## src/rtl/prm_pkg.sv

```systemverilog
package prm_pkg;
   typedef enum logic {FRM_IDLE = 1'b0, FRM_OPEN = 1'b1} frm_state_e;
   localparam int FLAG_FRAMING  = 0;
   localparam int FLAG_CHAN     = 1;
   localparam int FLAG_ENCODING = 2;
   localparam int NUM_FLAGS     = 3;
endpackage

```

## src/rtl/prm_frame_tracker.sv

```systemverilog
module prm_frame_tracker
   import prm_pkg::*;
#(
   parameter int CHAN_W     = 8,
   parameter bit CHAN_CHECK = 1'b1
) (
   input  logic              clk,
   input  logic              rst,
   input  logic              valid,
   input  logic              sop,
   input  logic              eop,
   input  logic [CHAN_W-1:0] chan,
   output logic              word_acc,
   output logic              first_word,
   output logic              end_acc,
   output logic              frame_viol,
   output logic              chan_viol,
   output logic [CHAN_W-1:0] pkt_chan
);
   frm_state_e        state_q;
   logic [CHAN_W-1:0] chan_q;
   logic              is_open;

   always_comb begin
      is_open    = (state_q == FRM_OPEN);
      first_word = valid & sop;
      word_acc   = valid & (sop | is_open);
      end_acc    = word_acc & eop;
      frame_viol = valid & (sop ? is_open : ~is_open);
      pkt_chan   = sop ? chan : chan_q;
   end

   generate
      if (CHAN_CHECK) begin : g_chan_chk
         assign chan_viol = valid & ~sop & is_open & (chan != chan_q);
      end else begin : g_chan_off
         assign chan_viol = 1'b0;
      end
   endgenerate

   always_ff @(posedge clk) begin
      if (rst) begin
         state_q <= FRM_IDLE;
         chan_q  <= '0;
      end else if (word_acc) begin
         state_q <= eop ? FRM_IDLE : FRM_OPEN;
         if (first_word) chan_q <= chan;
      end
   end

   // an idle bus cycle leaves the framing state alone
   p_hold_idle_r2 : assert property (@(posedge clk) disable iff (rst)
      !valid |=> $stable(state_q));
   // a start-and-end word leaves no packet open
   p_single_word_r5 : assert property (@(posedge clk) disable iff (rst)
      (valid && sop && eop) |=> state_q == FRM_IDLE);
   // a restart keeps the packet open
   p_restart_open_r6 : assert property (@(posedge clk) disable iff (rst)
      (valid && sop && !eop) |=> state_q == FRM_OPEN);
endmodule

```

## src/rtl/prm_len_acc.sv

```systemverilog
module prm_len_acc #(
   parameter int BYTES = 64,
   parameter int MTY_W = 6,
   parameter int LEN_W = 16
) (
   input  logic             clk,
   input  logic             rst,
   input  logic             word_acc,
   input  logic             first_word,
   input  logic             eop,
   input  logic [MTY_W-1:0] empty,
   output logic [LEN_W-1:0] len
);
   localparam int SHIFT = $clog2(BYTES);

   logic [LEN_W-1:0] cnt_q, cnt_n;

   always_comb begin
      cnt_n = first_word ? LEN_W'(1) : cnt_q + LEN_W'(1);
      len   = (cnt_n << SHIFT) - LEN_W'(empty);
   end

   always_ff @(posedge clk) begin
      if (rst)           cnt_q <= '0;
      else if (word_acc) cnt_q <= eop ? '0 : cnt_n;
   end

   // the word count only moves on accepted words
   p_cnt_hold_r4 : assert property (@(posedge clk) disable iff (rst)
      !word_acc |=> $stable(cnt_q));
endmodule

```

## src/rtl/prm_enc_check.sv

```systemverilog
module prm_enc_check #(
   parameter int MTY_W     = 6,
   parameter int ZERO_BITS = 3
) (
   input  logic             valid,
   input  logic             eop,
   input  logic             err,
   input  logic [MTY_W-1:0] empty,
   output logic             viol
);
   generate
      if (ZERO_BITS == 0) begin : g_no_rule
         assign viol = 1'b0;
      end else begin : g_rule
         assign viol = valid & eop & err & (|empty[ZERO_BITS-1:0]);
      end
   endgenerate
endmodule

```

## src/rtl/prm_flag_bank.sv

```systemverilog
module prm_flag_bank #(
   parameter int N = 3
) (
   input  logic         clk,
   input  logic         rst,
   input  logic [N-1:0] set,
   output logic [N-1:0] flags
);
   generate
      for (genvar i = 0; i < N; i++) begin : g_bit
         always_ff @(posedge clk) begin
            if (rst)         flags[i] <= 1'b0;
            else if (set[i]) flags[i] <= 1'b1;
         end
         // a raised flag never drops before reset
         p_sticky_r11 : assert property (@(posedge clk) disable iff (rst)
            flags[i] |=> flags[i]);
      end
   endgenerate
endmodule

```

## src/rtl/pkt_rx_monitor.sv

```systemverilog
module pkt_rx_monitor
   import prm_pkg::*;
#(
   parameter int BYTES        = 64,
   parameter int MTY_W        = 6,
   parameter int CHAN_W       = 8,
   parameter int LEN_W        = 16,
   parameter int ERR_ZERO_LSB = 3,
   parameter bit CHAN_CHECK   = 1'b1
) (
   input  logic              clk,
   input  logic              rst,
   input  logic              in_valid,
   input  logic              in_start,
   input  logic              in_end,
   input  logic              in_err,
   input  logic [MTY_W-1:0]  in_empty,
   input  logic [CHAN_W-1:0] in_chan,
   output logic              rpt_valid,
   output logic [CHAN_W-1:0] rpt_chan,
   output logic [LEN_W-1:0]  rpt_len,
   output logic              rpt_err,
   output logic              flag_framing,
   output logic              flag_chan,
   output logic              flag_encoding
);
   generate
      if ((BYTES & (BYTES - 1)) != 0 || BYTES < 2) begin : g_bad_bytes
         $error("BYTES must be a power of two");
      end
      if ((1 << MTY_W) < BYTES) begin : g_bad_mty
         $error("MTY_W too narrow for BYTES");
      end
      if (ERR_ZERO_LSB < 0 || ERR_ZERO_LSB > MTY_W) begin : g_bad_zero
         $error("ERR_ZERO_LSB out of range");
      end
      if (LEN_W <= $clog2(BYTES)) begin : g_bad_len
         $error("LEN_W too narrow");
      end
   endgenerate

   logic              word_acc, first_word, end_acc;
   logic              frame_viol, chan_viol, enc_viol;
   logic [CHAN_W-1:0] pkt_chan;
   logic [LEN_W-1:0]  len;
   logic [NUM_FLAGS-1:0] flag_set, flags;

   prm_frame_tracker #(.CHAN_W(CHAN_W), .CHAN_CHECK(CHAN_CHECK)) u_track (
      .clk(clk), .rst(rst), .valid(in_valid), .sop(in_start), .eop(in_end),
      .chan(in_chan), .word_acc(word_acc), .first_word(first_word),
      .end_acc(end_acc), .frame_viol(frame_viol), .chan_viol(chan_viol),
      .pkt_chan(pkt_chan));

   prm_len_acc #(.BYTES(BYTES), .MTY_W(MTY_W), .LEN_W(LEN_W)) u_len (
      .clk(clk), .rst(rst), .word_acc(word_acc), .first_word(first_word),
      .eop(in_end), .empty(in_empty), .len(len));

   prm_enc_check #(.MTY_W(MTY_W), .ZERO_BITS(ERR_ZERO_LSB)) u_enc (
      .valid(in_valid), .eop(in_end), .err(in_err), .empty(in_empty),
      .viol(enc_viol));

   always_comb begin
      flag_set                = '0;
      flag_set[FLAG_FRAMING]  = frame_viol;
      flag_set[FLAG_CHAN]     = chan_viol;
      flag_set[FLAG_ENCODING] = enc_viol;
   end

   prm_flag_bank #(.N(NUM_FLAGS)) u_flags (
      .clk(clk), .rst(rst), .set(flag_set), .flags(flags));

   assign flag_framing  = flags[FLAG_FRAMING];
   assign flag_chan     = flags[FLAG_CHAN];
   assign flag_encoding = flags[FLAG_ENCODING];

   always_ff @(posedge clk) begin
      if (rst) begin
         rpt_valid <= 1'b0;
         rpt_chan  <= '0;
         rpt_len   <= '0;
         rpt_err   <= 1'b0;
      end else begin
         rpt_valid <= end_acc;
         if (end_acc) begin
            rpt_chan <= pkt_chan;
            rpt_len  <= len;
            rpt_err  <= in_err;
         end
      end
   end

   // a report only follows an enabled end word
   p_rpt_after_end_r3 : assert property (@(posedge clk) disable iff (rst)
      rpt_valid |-> $past(in_valid && in_end));
   // an idle cycle never yields a report
   p_idle_no_rpt_r2 : assert property (@(posedge clk) disable iff (rst)
      !in_valid |=> !rpt_valid);
   // the encoding flag rises only after an errored end word
   p_enc_cause_r9 : assert property (@(posedge clk) disable iff (rst)
      $rose(flag_encoding) |-> $past(in_valid && in_end && in_err));
   // the channel flag rises only after an enabled non-start word
   p_chan_cause_r8 : assert property (@(posedge clk) disable iff (rst)
      $rose(flag_chan) |-> $past(in_valid && !in_start));
   // the framing flag rises only after an enabled word
   p_frame_cause_r7 : assert property (@(posedge clk) disable iff (rst)
      $rose(flag_framing) |-> $past(in_valid));
endmodule

```

## config.mk

```make
export PLATFORM = sky130hd
export DESIGN_NAME = pkt_rx_monitor
export DESIGN_NICKNAME = d
export VERILOG_FILES = /design/src/rtl/prm_pkg.sv /design/src/rtl/prm_frame_tracker.sv /design/src/rtl/prm_len_acc.sv /design/src/rtl/prm_enc_check.sv /design/src/rtl/prm_flag_bank.sv /design/src/rtl/pkt_rx_monitor.sv
export SDC_FILE = /design/constraint.sdc
export NUM_CORES = 1
export LEC_CHECK = 0
export BUFFER_PORTS_ARGS = -buffer_cell sky130_fd_sc_hd__buf_4
export CAP_MARGIN = 15
export CORE_ASPECT_RATIO = 0.75
export CORE_MARGIN = 5
export CORE_UTILIZATION = 50
export DETAILED_ROUTE_END_ITERATION = 8
export GPL_TIMING_DRIVEN = 0
export PLACE_DENSITY = 0.71
export RECOVER_POWER = 50
export SLEW_MARGIN = 20
export SYNTH_ARGS = -nofsm -noshare
export SYNTH_HDL_FRONTEND = slang
export SYNTH_SLANG_ARGS = --single-unit
```

## constraint.sdc

```tcl
create_clock -name clk -period 2.6 [get_ports clk]
set_input_delay 0.52 -clock clk [delete_from_list [all_inputs] [get_ports clk]]
set_output_delay 0.52 -clock clk [all_outputs]
set_load 0.005 [all_outputs]
```

# Word-level counts from Yosys, hierarchy flattened

Index checks and enable logic that the tools add are counted.

Bits in registers: 54
Output and inout port bits: 29
Logic and storage cells: 33

$add $sub $neg: 2
Equality and inequality tests: 1
Multiplexer cells: 5
Bitwise gates (word level): 13
Reductions and logical operators: 2

Operator list:

| operator                                       | number |
|---|---|
| 2-to-1 mux 16 bit                              | 2 |
| adder 16 x 1 -> 16 bit (second input constant) | 1 |
| subtractor 16 x 6 -> 16 bit                    | 1 |
| bitwise AND 1 bit                              | 10 |
| 2-to-1 mux 8 bit                               | 1 |
| != test 8 bit                                  | 1 |
| OR reduction 3 bit                             | 1 |
| 2-to-1 mux 1 bit                               | 2 |
| inverter 1 bit                                 | 2 |
| AND reduction 2 bit                            | 1 |
| bitwise OR 1 bit                               | 1 |

# Longest topological paths before layout

Depth after elaboration: 4
Gate-level depth with buffers: 8
Mapped depth without buffers: 6

# Modules after synthesis

From an unflattened synthesis, not the netlist that was laid out.

Cells, all modules: 283
Area total of the unflattened synthesis: 2548.7 sq um

By module, submodules not included:

| module            | instances | cells an instance | area each (sq um) | sequential area each (sq um) |
|---|---|---|---|---|
| pkt_rx_monitor    | 1         | 83                | 937.1             | 520.5 |
| prm_len_acc       | 1         | 124               | 933.4             | 200.2 |
| prm_frame_tracker | 1         | 67                | 569.3             | 180.2 |
| prm_flag_bank     | 1         | 6                 | 90.1              | 60.1 |
| prm_enc_check     | 1         | 3                 | 18.8              | 0.0 |

# Worst setup path after synthesis

No wires, ideal clock.

Path type: input port to flip-flop
Start point: in in_start
End point: reg rpt_chan[0]
Setup time: 0.138 ns
Arrival: 2.120 ns
Required time: 2.462 ns
Path slack: 0.342 ns
Stages on the path: 7
Buffers on the path: 3
Path through: buf_1 -> inv_1 -> ha_1 -> nor2_1 -> clkbuf_1 -> clkbuf_1 -> a211oi_1

Word-level cells in the longest chain between the ends: 3
Elaborated cells on any way between the ends: 4

RTL lines:

| element              | line                    | text |
|---|---|---|
| from (decl)          | pkt_rx_monitor.sv:14    | `input logic in_start,` |
| bitwise OR 1 bit     | prm_frame_tracker.sv:27 | `word_acc = valid & (sop \| is_open);` |
| bitwise AND 1 bit    | prm_frame_tracker.sv:27 |  |
| bitwise AND 1 bit    | prm_frame_tracker.sv:28 | `end_acc = word_acc & eop;` |
| to (signal assigned) | pkt_rx_monitor.sv:85    | `rpt_chan <= pkt_chan;` |
| to (decl)            | pkt_rx_monitor.sv:20    | `output logic [CHAN_W-1:0] rpt_chan,` |

Parallel ways exist; a longest one is shown, timed or not.
A chain may end at the register's enable or synchronous reset.

# Worst setup path after layout

Start point: reg u_len.cnt_q[0]
End point: reg rpt_len[12]

Word-level cells in the longest chain between the ends: 3

RTL lines:

| element                     | line                 | text |
|---|---|---|
| from (decl)                 | prm_len_acc.sv:16    | `logic [LEN_W-1:0] cnt_q, cnt_n;` |
| from (signal assigned)      | prm_len_acc.sv:25    | `else if (word_acc) cnt_q <= eop ? '0 : cnt_n;` |
| adder 16 x 1 -> 16 bit      | prm_len_acc.sv:19    | `cnt_n = first_word ? LEN_W'(1) : cnt_q + LEN_W'(1);` |
| 2-to-1 mux 16 bit           | prm_len_acc.sv:19    |  |
| subtractor 16 x 6 -> 16 bit | prm_len_acc.sv:20    | `len = (cnt_n << SHIFT) - LEN_W'(empty);` |
| to (signal assigned)        | pkt_rx_monitor.sv:86 | `rpt_len <= len;` |
| to (decl)                   | pkt_rx_monitor.sv:21 | `output logic [LEN_W-1:0] rpt_len,` |

No other way between the ends.

==> results.tsv <==
metric	value	unit
HPWL after DPL	5140	um
CP bufs+invs	1	
area leader, netlist	dfxtp_1	
total negative slack	0	ns
Mapped Area	2530	sq um
Placed Cells incl. Taps	421	
crit end category	flop	
fin area	3040	sq um
clock latency on the worst-skew pair	0.29	ns
boundary pin count	49	
RSZ-0062 raised after global routing	false	
clock-pin slew on the worst setup and hold paths	0.09	ns
hold_buf cts	0	
top cell type's share of synthesized area	0.379	
worst slack, placed	-0.374	ns
root buf cell	clkbuf_8	
CTS tree	done	
Worst Path Required	2.81	ns
area grow syn2layout	20.0	%
number of synthesized register bits	48	
CTS resizes	0	
P_leak	1.17	nW
total power	1.48	mW
number of synthesized flops with an enable pin	0	
initial antenna violation count	0	
Internal Power	1.08	mW
Logic pwr share	0.155	
die width	92.2	um
Buffers on Ports	48	
sequential share of power	0.530	
Async SR Flop Fraction	0	
shortest period the worst path allows	2.37	ns
Crit-path slowest cell	dfxtp_1	
placed inst area	2970	sq um
Most Crowded Layer GR	met2	
TritonRoute pass-1 iters	5	
Worst Path Arrival	2.58	ns
critical path type	flop to flop	
largest net degree at the start of global routing	16	
crit path cell chain	ha_1 -> buf_4 -> xnor2_2 -> nor4b_4 -> o2111ai_2 -> or3_1 -> a311oi_1	
Vias/cell	5.75	
fmax	422	MHz
Ys Warns	0	
Max Slew Vio Count	0	
CTS Buf Count	5	
Finished Layout Cells	428	
final worst slack	0.229	ns
Clock Power Share	0.315	
Clock Skew	0.00537	ns
Syn Inst Count	313	
depth of the CTS H-tree	2	
Distinct cells, synth	51	
max_slew headroom	0.586	
GRT Total Usage	0.206	
Max-cap violations	0	
power per cell area	487	nW/um^2
share of cells above drive strength 1	0.171	
DRC	0	
cell family with most CP delay	simple AND/OR/NAND/NOR gates	
final setup violation count	0	
Avg WL per Cell	15.8	um
crit-path max FO	8	
outcome	finished, final reports clean	
Num Clock Sinks	48	
M2 GR Usage	0.308	
final core utilization	0.620	
Worst VDD drop	0.265	mV
syn_area_per_cell	8.09	sq um
GR Util met1	0.292	
setup bufs post-CTS	0	
Most used DFF post-synth	dfxtp_1	
CP Launch Type	flop	
post-synthesis sequential area ratio	0.379	
Post-DRT Antenna Nets	0	
vias in the first global route	2183	
switching part of the total	0.271	
final hold violations	0	
synth top area cells	dfxtp_1 (38%), nand2_1 (6.8%), nor2_1 (5.2%), a21oi_1 (5.1%), mux2i_1 (3.6%)	
GR Util met3	0.0588	
worst hold slack	0.461	ns
DIE HEIGHT	71.6	um
gp weighted congestion	0.906	
GRT overflow	0	
Slew @ Worst Pin	0.621	ns
Via Count	2463	
clk buf depth	2	
Post-Route WL	6770	um
first-pass GRT wire length	10700	um
worst min path class	flop to flop	
die area	6600	sq um
Syn Nets	337	
# rows	22	
core area	4900	sq um
Crit path largest cell delay	0.51	ns
final net count	391	
Period Utilization, post-route	0.912	
initial DRC count	213	
P_sw	0.401	mW
Initial Util	0.517	
# diodes	0	
-- layer usage --
metal	wire [um]	up-vias	part of all wire
met2	2860	107	0.42
met4	19	0	0.0028
met5	0	-	0
met1	3240	1131	0.48
met3	653	2	0.096
li1	-	1223	-
-- sequential cells by signal (all words and copies together), names as in the netlist --
signal	cells
rpt_chan	8
rpt_err	1
rpt_len	16
rpt_valid	1
u_flags.flags	3
u_len.cnt_q	10
u_track.chan_q	8
u_track.is_open	1
-- worst paths after layout --
path                                                   from                       end  slack, ns  depth (start not counted)
worst max register to register  u_len.cnt_q[0]$_SDFFE_PP0P_  rpt_len[12]$_SDFFE_PP0P_       0.23                          7
worst min-delay path                rpt_len[4]$_SDFFE_PP0P_   rpt_len[4]$_SDFFE_PP0P_       0.46                          2
worst max-delay path            u_len.cnt_q[0]$_SDFFE_PP0P_  rpt_len[12]$_SDFFE_PP0P_       0.23                          7
worst min register to register      rpt_len[4]$_SDFFE_PP0P_   rpt_len[4]$_SDFFE_PP0P_       0.46                          2
-- cell families (layout without fill, tap and decap cells) --
logic type | Yosys count | after routing | share of synthesized area
simple gates | 126 | 126 | 0.234
compound gates | 74 | 74 | 0.199
buf+inv | 34 | 89 | 0.0618
flops | 48 | 48 | 0.379
mux | 10 | 10 | 0.0445
xor+xnor | 17 | 17 | 0.0618
fa+ha+maj | 4 | 4 | 0.0198
-- power by group through the flow --
| stage | logic, mW | clock network [mW] | registers (mW) |
|---|---|---|---|
| floorplan | 0.124 | 0 | 0.802 |
| global placement | 0.230 | 0 | 0.802 |
| detailed placement | 0.235 | 0 | 0.802 |
| CTS | 0.234 | 0.473 | 0.785 |
| global route | 0.252 | 0.513 | 0.789 |
| finish | 0.229 | 0.466 | 0.785 |
-- cell usage after synthesis (all sizes together) (2+ instances only) --
library cell,instances
o311ai,4
nand2,46
nand3,15
xor2,9
a211oi,12
a311oi,7
inv,11
and3,3
and2,2
nor4,3
a41oi,2
nand2b,2
ha,4
or3,4
dfxtp,48
xnor2,8
nor2,35
or2,2
clkbuf,16
o21ai,7
a22oi,7
nand4,4
buf,7
a21oi,26
nor3,4
mux2i,10
-- worst min-delay path, cell delays in order (launching register included) --
cell     delay, ns
dfxtp_1       0.32
nand2_1       0.05
a21oi_1       0.05
-- cell type report --
class,count,area (sq um)
plain buffers,22,111
clock buffers,6,82.6
clock inverters,2,15.0
fillers,469,1860
inverters,11,41.3
multi-input cells,231,1420
flip-flops and latches,48,961
well taps,60,75.1
repair buffers,48,338
-- placed cells by master (no fill, tap or decap), types with 6 or more instances in the layout --
cell type	Yosys	routed
a211oi_1	12	12
a21oi_1	26	26
a22oi_1	7	7
a311oi_1	7	7
buf_4	1	18
clkbuf_1	16	22
clkbuf_4	0	25
clkbuf_8	0	6
dfxtp_1	48	48
inv_1	10	10
mux2i_1	9	9
nand2_1	46	46
nand3_1	15	15
nor2_1	35	35
xnor2_1	7	7
xor2_1	9	9
No activity file was read; power rests on OpenSTA's default activity.
